--- src/rtl/cmdq_pkg.sv ---
package cmdq_pkg;
    typedef enum logic [1:0] {
        ST_IDLE,
        ST_SEND,
        ST_WAIT_RX,
        ST_WAIT_ACK
    } seq_state_t;

    localparam int REG_CTRL  = 0;
    localparam int REG_MODE  = 1;
    localparam int REG_QSIZE = 2;
    localparam int REG_IEN   = 3;
    localparam int REG_STAT  = 4;
    localparam int REG_RACK  = 5;
    localparam int REG_RXD0  = 8;

    localparam int CFG_LONG_BIT = 1;
    localparam int CFG_READ_BIT = 2;

    localparam int N_FLAGS   = 6;
    localparam int FL_RDRDY  = 0;
    localparam int FL_DONE   = 1;
    localparam int FL_EVT0   = 2;
    localparam int FL_ERR    = 5;
    localparam int HDR_BYTES = 3;
endpackage

--- src/rtl/cmdq_rxcap.sv ---
module cmdq_rxcap #(
    parameter int RX_WORDS = 4
) (
    input  logic                       clk,
    input  logic                       rst_n,
    input  logic                       arm,
    input  logic                       rx_valid,
    input  logic [31:0]                rx_word,
    output logic [RX_WORDS-1:0][31:0]  rx_regs,
    output logic                       rx_done
);
    localparam int CNT_W = (RX_WORDS > 1) ? $clog2(RX_WORDS) : 1;

    logic [CNT_W-1:0] beat;

    assign rx_done = arm && rx_valid && (beat == CNT_W'(RX_WORDS - 1));

    always_ff @(posedge clk or negedge rst_n) begin
        if (!rst_n) begin
            beat <= '0;
        end else if (!arm) begin
            beat <= '0;
        end else if (rx_valid) begin
            beat <= rx_done ? '0 : beat + 1'b1;
        end
    end

    for (genvar w = 0; w < RX_WORDS; w++) begin : g_word
        always_ff @(posedge clk or negedge rst_n) begin
            if (!rst_n) begin
                rx_regs[w] <= '0;
            end else if (arm && rx_valid && beat == CNT_W'(w)) begin
                rx_regs[w] <= rx_word;
            end
        end
    end

    // words outside the response wait leave the read-data registers alone
    assert_stray_rx_R11: assert property (@(posedge clk) disable iff (!rst_n)
        (rx_valid && !arm) |=> $stable(rx_regs));
endmodule

--- src/rtl/cmdq_seq.sv ---
module cmdq_seq
    import cmdq_pkg::*;
#(
    parameter int QSZ_W = 6
) (
    input  logic             clk,
    input  logic             rst_n,
    input  logic             start_ok,
    input  logic [23:0]      hdr_in,
    input  logic             cfg_long,
    input  logic             cfg_read,
    input  logic [31:0]      pay_word,
    output logic [QSZ_W-1:0] qidx,
    input  logic             tx_ready,
    output logic             tx_valid,
    output logic [7:0]       tx_byte,
    output logic             tx_last,
    input  logic             rx_done,
    input  logic             rack_req,
    output logic             arm_rx,
    output logic             wr_done,
    output logic             busy
);
    localparam int IDX_W = 17;

    seq_state_t       st, st_n;
    logic [23:0]      hdr;
    logic             is_read;
    logic [IDX_W-1:0] bidx, last_idx, pidx;
    logic             take;

    assign take = (st == ST_SEND) && tx_ready;

    // next-state
    always_comb begin
        st_n = st;
        unique case (st)
            ST_IDLE:     if (start_ok) st_n = ST_SEND;
            ST_SEND:     if (take && bidx == last_idx) st_n = is_read ? ST_WAIT_RX : ST_IDLE;
            ST_WAIT_RX:  if (rx_done) st_n = ST_WAIT_ACK;
            ST_WAIT_ACK: if (rack_req) st_n = ST_IDLE;
            default:     st_n = ST_IDLE;
        endcase
    end

    // state register and byte counter
    always_ff @(posedge clk or negedge rst_n) begin
        if (!rst_n) begin
            st       <= ST_IDLE;
            hdr      <= '0;
            is_read  <= 1'b0;
            bidx     <= '0;
            last_idx <= '0;
        end else begin
            st <= st_n;
            if (st == ST_IDLE && start_ok) begin
                hdr      <= hdr_in;
                is_read  <= cfg_read;
                bidx     <= '0;
                last_idx <= cfg_long ? ({1'b0, hdr_in[23:8]} + IDX_W'(HDR_BYTES - 1))
                                     : IDX_W'(HDR_BYTES - 1);
            end else if (take) begin
                bidx <= bidx + 1'b1;
            end
        end
    end

    // outputs
    always_comb begin
        pidx     = bidx - IDX_W'(HDR_BYTES);
        qidx     = QSZ_W'(1) + pidx[QSZ_W+1:2];
        tx_valid = (st == ST_SEND);
        tx_last  = tx_valid && (bidx == last_idx);
        busy     = (st != ST_IDLE);
        arm_rx   = (st == ST_WAIT_RX);
        wr_done  = take && (bidx == last_idx) && !is_read;
        if (bidx < IDX_W'(HDR_BYTES)) begin
            unique case (bidx[1:0])
                2'd0:    tx_byte = hdr[7:0];
                2'd1:    tx_byte = hdr[15:8];
                default: tx_byte = hdr[23:16];
            endcase
        end else begin
            unique case (pidx[1:0])
                2'd0:    tx_byte = pay_word[7:0];
                2'd1:    tx_byte = pay_word[15:8];
                2'd2:    tx_byte = pay_word[23:16];
                default: tx_byte = pay_word[31:24];
            endcase
        end
    end

    // a refused byte stays in place
    assert_hold_R10: assert property (@(posedge clk) disable iff (!rst_n)
        (tx_valid && !tx_ready) |=> (tx_valid && $stable(bidx)));

    // write completion returns the engine to idle
    assert_done_idle_R5: assert property (@(posedge clk) disable iff (!rst_n)
        wr_done |=> (st == ST_IDLE));
endmodule

--- src/rtl/cmdq_pkt_engine.sv ---
module cmdq_pkt_engine
    import cmdq_pkg::*;
#(
    parameter int QDEPTH   = 64,
    parameter int RX_WORDS = 4,
    parameter int QSZ_W    = $clog2(QDEPTH),
    parameter int ADDR_W   = QSZ_W + 1
) (
    input  logic              clk,
    input  logic              rst_n,
    input  logic              bus_we,
    input  logic [ADDR_W-1:0] bus_addr,
    input  logic [31:0]       bus_wdata,
    output logic [31:0]       bus_rdata,
    input  logic [2:0]        evt_set,
    output logic              tx_valid,
    input  logic              tx_ready,
    output logic [7:0]        tx_byte,
    output logic              tx_last,
    input  logic              rx_valid,
    input  logic [31:0]       rx_word,
    output logic              irq
);
    logic [31:0]               qmem [QDEPTH];
    logic [1:0]                mode_r;
    logic [QSZ_W-1:0]          qsize_r;
    logic [N_FLAGS-1:0]        ien_r, stat_r, stat_set;
    logic [RX_WORDS-1:0][31:0] rx_regs;
    logic [QSZ_W-1:0]          qidx, raddr;
    logic                      is_q, reg_we, start_req, start_ok, rack_req;
    logic                      busy, wr_done, rx_done, arm_rx;

    assign is_q      = bus_addr[ADDR_W-1];
    assign raddr     = bus_addr[QSZ_W-1:0];
    assign reg_we    = bus_we && !is_q;
    assign start_req = reg_we && raddr == QSZ_W'(REG_CTRL) && bus_wdata[0];
    assign rack_req  = reg_we && raddr == QSZ_W'(REG_RACK) && bus_wdata[0];
    assign start_ok  = start_req && !busy && mode_r == 2'd0 && qsize_r != '0;

    always_comb begin
        stat_set           = '0;
        stat_set[FL_DONE]  = wr_done || rx_done;
        stat_set[FL_RDRDY] = rx_done;
        stat_set[FL_EVT0 +: 3] = evt_set;
        stat_set[FL_ERR]   = start_req && busy;
    end

    always_ff @(posedge clk) begin
        if (bus_we && is_q) qmem[raddr] <= bus_wdata;
    end

    always_ff @(posedge clk or negedge rst_n) begin
        if (!rst_n) begin
            mode_r  <= '0;
            qsize_r <= '0;
            ien_r   <= '0;
            stat_r  <= '0;
        end else begin
            if (reg_we && raddr == QSZ_W'(REG_MODE))  mode_r  <= bus_wdata[1:0];
            if (reg_we && raddr == QSZ_W'(REG_QSIZE)) qsize_r <= bus_wdata[QSZ_W-1:0];
            if (reg_we && raddr == QSZ_W'(REG_IEN))   ien_r   <= bus_wdata[N_FLAGS-1:0];
            if (reg_we && raddr == QSZ_W'(REG_STAT))
                stat_r <= (stat_r & bus_wdata[N_FLAGS-1:0]) | stat_set;
            else
                stat_r <= stat_r | stat_set;
        end
    end

    assign irq = |(stat_r & ien_r);

    always_comb begin
        bus_rdata = '0;
        if (is_q) begin
            bus_rdata = qmem[raddr];
        end else if (raddr >= QSZ_W'(REG_RXD0) && raddr < QSZ_W'(REG_RXD0 + RX_WORDS)) begin
            bus_rdata = rx_regs[raddr - QSZ_W'(REG_RXD0)];
        end else begin
            unique case (raddr)
                QSZ_W'(REG_MODE):  bus_rdata[1:0] = mode_r;
                QSZ_W'(REG_QSIZE): bus_rdata[QSZ_W-1:0] = qsize_r;
                QSZ_W'(REG_IEN):   bus_rdata[N_FLAGS-1:0] = ien_r;
                QSZ_W'(REG_STAT):  bus_rdata = {busy, {(31-N_FLAGS){1'b0}}, stat_r};
                default:           bus_rdata = '0;
            endcase
        end
    end

    cmdq_seq #(.QSZ_W(QSZ_W)) u_seq (
        .clk      (clk),
        .rst_n    (rst_n),
        .start_ok (start_ok),
        .hdr_in   (qmem[0][31:8]),
        .cfg_long (qmem[0][CFG_LONG_BIT]),
        .cfg_read (qmem[0][CFG_READ_BIT]),
        .pay_word (qmem[qidx]),
        .qidx     (qidx),
        .tx_ready (tx_ready),
        .tx_valid (tx_valid),
        .tx_byte  (tx_byte),
        .tx_last  (tx_last),
        .rx_done  (rx_done),
        .rack_req (rack_req),
        .arm_rx   (arm_rx),
        .wr_done  (wr_done),
        .busy     (busy)
    );

    cmdq_rxcap #(.RX_WORDS(RX_WORDS)) u_rx (
        .clk      (clk),
        .rst_n    (rst_n),
        .arm      (arm_rx),
        .rx_valid (rx_valid),
        .rx_word  (rx_word),
        .rx_regs  (rx_regs),
        .rx_done  (rx_done)
    );

    // start during busy leaves the error flag set
    assert_err_R7: assert property (@(posedge clk) disable iff (!rst_n)
        (start_req && busy) |=> stat_r[FL_ERR]);

    // read-ready never rises without command done
    assert_rdy_R3: assert property (@(posedge clk) disable iff (!rst_n)
        $rose(stat_r[FL_RDRDY]) |-> stat_r[FL_DONE]);

    // busy only drops after completion or acknowledge
    assert_busy_R4: assert property (@(posedge clk) disable iff (!rst_n)
        $fell(busy) |-> $past(wr_done || rack_req));
endmodule

--- config.mk ---
export PLATFORM = sky130hd
export DESIGN_NAME = cmdq_pkt_engine
export DESIGN_NICKNAME = d
export VERILOG_FILES = /design/src/rtl/cmdq_pkg.sv /design/src/rtl/cmdq_rxcap.sv /design/src/rtl/cmdq_seq.sv /design/src/rtl/cmdq_pkt_engine.sv
export SDC_FILE = /design/constraint.sdc
export NUM_CORES = 2
export LEC_CHECK = 0
export ABC_AREA = 1
export ABC_CLOCK_PERIOD_IN_PS = 4300
export BUFFER_PORTS_ARGS = -buffer_cell sky130_fd_sc_hd__buf_4
export CAP_MARGIN = 25
export CORE_ASPECT_RATIO = 1.2
export CORE_MARGIN = 5
export CORE_UTILIZATION = 45
export DETAILED_ROUTE_END_ITERATION = 7
export PLACE_DENSITY_LB_ADDON = 0.25
export REMOVE_ABC_BUFFERS = 1
export SLEW_MARGIN = 10
export SYNTH_ARGS = -nofsm -noshare
export SYNTH_HDL_FRONTEND = slang
export SYNTH_HIERARCHICAL = 1
export SYNTH_SLANG_ARGS = --single-unit
--- constraint.sdc ---
create_clock -name clk -period 4.3 [get_ports clk]
set_input_delay 0.86 -clock clk [delete_from_list [all_inputs] [get_ports clk]]
set_output_delay 0.86 -clock clk [all_outputs]
set_load 0.02 [all_outputs]
==> results.yml <==
clocking:
  cts_tree: "built"
  htreeDepth: 4
  path_clk_slew_ns: 0.07
  cts_root_buf: "clkbuf_16"
  clk_path_buf_depth: 4
  clock_sinks: 2259
  clock_latency_ns: 0.94
  numCtsBuffers: 237
die:
  ios: 122
  die_x_um: 471
  die_h_um: 564
  dieArea_um2: 266000
  row_count: 203
  start_util_pct: 45.2
  core_area_um2: 255000
synthesis:
  ys_ff_latch: 2259
  synth_top_family_by_area: "simple AND/OR/NAND/NOR gates"
  synthAdderAreaFrac_pct: 0.131
  synthSimpleGateAreaFrac_pct: 26.2
  synth_compound_area_share_pct: 9.96
  synth.top_cell.area_share_pct: 53.5
  yosysTopAreaCell: "edfxtp_1"
  synth-xor-area-share_pct: 0.114
  synthFlopType: "edfxtp_1"
  netlist_area_um2: 115000
  synth.distinct_cells: 46
  post_synth.cell_area_avg_um2: 8.59
  synth_area_leaders: "edfxtp_1 (53%), nand2_1 (18%), o21ai_0 (5.5%)"
  synth_edf_count: 2048
  seq_area_frac_synth_pct: 58.1
  synth_commonest_cells: "nand2_1 (5,511), edfxtp_1 (2,048), o21ai_0 (1,263), nor2_1 (965), nand3_1 (877)"
  yosys-mux-area-fraction_pct: 0
  ys_warn_count: 6
  async_reset_ff_share_pct: 9.34
  post-synth-top-count-cell: "nand2_1"
  netlist_instances: 13383
global_route:
  grt_pass1_wl_um: 648000
  grtUsageTotal_pct: 32.6
  overflow: 0
  antenna_found_initial: 18
  grt_max_degree: 123
  grt_pass1_vias: 96671
power_and_ir_drop:
  switching_share_pct: 47.1
  pwr-share-seq_pct: 19.4
  total_power_uw: 125000
  p_int_uw: 66000
  p_leak_uw: 0.0557
  vdd_drop_max_mv: 0.835
  power_density_nw_per_um2: 920
  p_comb_share_pct: 64.3
  p_sw_uw: 58800
  clkPwrFrac_pct: 16.3
setup_path:
  cp.required_ns: 3.44
  r2r_start: "u_seq/st[0]"
  cp-endpoint: "tx_byte[1]"
  reg2reg_slack_ns: 1.40
  critical_path_buf_inv_count: 9
  crit_start: "u_seq/bidx[0]"
  crit_top_cell: "nand2_1"
  crit_arrival_ns: 4.51
  cpPeakStageDelay_ns: 0.39
  path_class: "reg2out"
  cp-start-kind: "flip-flop"
  path_depth: 25
  rr_worst_depth: 4
  cp-end-kind: "output port"
  worst-path-max-fanout: 8
  crit_family: "buffers and inverters"
  r2r-end: "u_rx/rx_regs[54]"
  cp_slowest_cell: "dfrtp_1"
placement:
  port_buffers: 121
  routabilityCongestion: 0.929
  dpl.hpwl_um: 275000
timing:
  hold_viol_final: 0
  fin_crit_sh_pct: 125
  setup-tns-final_ns: -7.89
  worst_slack_ns: -1.07
  whs_ns: 0.0113
  period_minus_slack_ns: 5.37
  maxSlewViolCount: 0
  max_freq_mhz: 186
  skew_ns: 0.0430
  finalSetupViolCount: 9
  slew_headroom_pct: 27.3
  tightest_slew_ns: 1.09
  rsz0062_at_grt: "yes"
status:
  status: "finished with violations"
  failed_checks: "negative setup slack"
finish:
  drive_gt1_share_pct: 12.3
  nNetsFinal: 13774
  syn2layout_area_growth_pct: 18.0
  fin_util_pct: 53.3
drt:
  num_vias: 103850
  drc_errors: 0
  antenna_left: 0
  detail_route.wl_per_cell_um: 26.2
  drt_pre_antenna_iters: 8
  routed_wl_um: 451000
  avgViaCountPerCell: 6.02
  drt-initial-drc-count: 15509
run:
  drv_cap: 0
hold_path:
  hp-class: "in2async"
## worst min-delay path by stage
stage                       start            end  slack [ns]
floorplan           u_seq/hdr[11]  u_seq/hdr[11]        0.44
global placement    u_seq/hdr[11]  u_seq/hdr[11]        0.46
detailed placement  u_seq/hdr[11]  u_seq/hdr[11]        0.46
CTS                         rst_n      stat_r[2]        0.02
global route                rst_n       ien_r[5]        0.08
finish                      rst_n       ien_r[5]        0.01
## metal layers
layer | vias to the layer above | global-route usage, % | share of wire (%)
met3 | 1599 | 6.40 | 12
met1 | 49065 | 42.8 | 36
met5 | - | 0 | 0.012
met4 | 8 | 21.0 | 7.9
li1 | 45736 | - | -
met2 | 7442 | 49.8 | 44
## what timing repair did
item	4_1_cts	5_1_grt
gates resized for setup	337	126
setup buffers	74	11
hold buffers	0	0
cloned	20	3
endpoints found under the setup margin	8	8
pin swaps	97	87
## cell families (layout without fill, tap and decap cells)
kind of cell / count (synthesis) / after routing
other cells: 0 / 8
flops: 2259 / 2259
simple gates: 7560 / 7560
buf+inv: 1412 / 1899
xor+xnor: 15 / 15
fa+ha+maj: 12 / 12
compound gates: 2125 / 2125
## cell type report
| class | count | area [um^2] |
|---|---|---|
| Fill cell | 22727 | 119000 |
| Sequential cell | 2259 | 66800 |
| Multi-Input combinational cell | 9712 | 43700 |
| Timing Repair Buffer | 1012 | 11600 |
| Clock buffer | 291 | 6240 |
| Tap cell | 3382 | 4230 |
| Inverter | 459 | 1800 |
| Clock inverter | 135 | 1200 |
| Timing Repair inverter | 2 | 31.3 |
| Antenna cell | 8 | 20.0 |
## flip-flops by register name (all words and copies together), names as in the netlist, named ones only
name and cells:
qmem 2048, u_seq/hdr 24, stat_r 6, u_seq/last_idx 17, u_seq/bidx 17, mode_r 2
u_seq/st 1, u_seq/is_read 1, u_rx/beat 2, u_rx/rx_regs 128, qsize_r 6, ien_r 6
## power by group through the flow
stage	combinational, uW	clock, uW	sequential (uW)
after global placement	64900	0	24600
final	80300	20300	24200
after CTS	75800	20400	24200
after detailed placement	65000	0	24600
after global routing	84100	21300	24200
after floorplan	9700	0	24600
## worst register-to-register path, cell delays in order, from the launching register on
cell     delay, ns
dfrtp_1       0.46
nor2_4        0.80
nand3_2       1.05
nand2_1       0.35
nand2_1       0.10
## cell usage in the layout, fill, tap and decap left out, types with 103 or more instances in the layout
| cell | count |
|---|---|
| buf_12 | 238 |
| clkbuf_16 | 241 |
| nand3_2 | 103 |
| nand4_1 | 158 |
| o21ai_0 | 1216 |
| inv_1 | 442 |
| o22ai_1 | 418 |
| nor2_1 | 894 |
| dfrtp_1 | 210 |
| nand3_1 | 768 |
| a21oi_1 | 296 |
| edfxtp_1 | 2048 |
| buf_4 | 687 |
| nand2_1 | 5415 |
## per-stage QoR
stage	cells	setup WS [ns]	cell area, um^2
final	17260	-1.07	136000
after global routing	17256	-1.17	136000
after CTS	17241	-1.02	135000
after detailed placement	16725	-0.902	125000
after global placement	16725	-0.878	125000
after floorplan	12430	-90.30	110000
(Power assumes the default switching activity.)
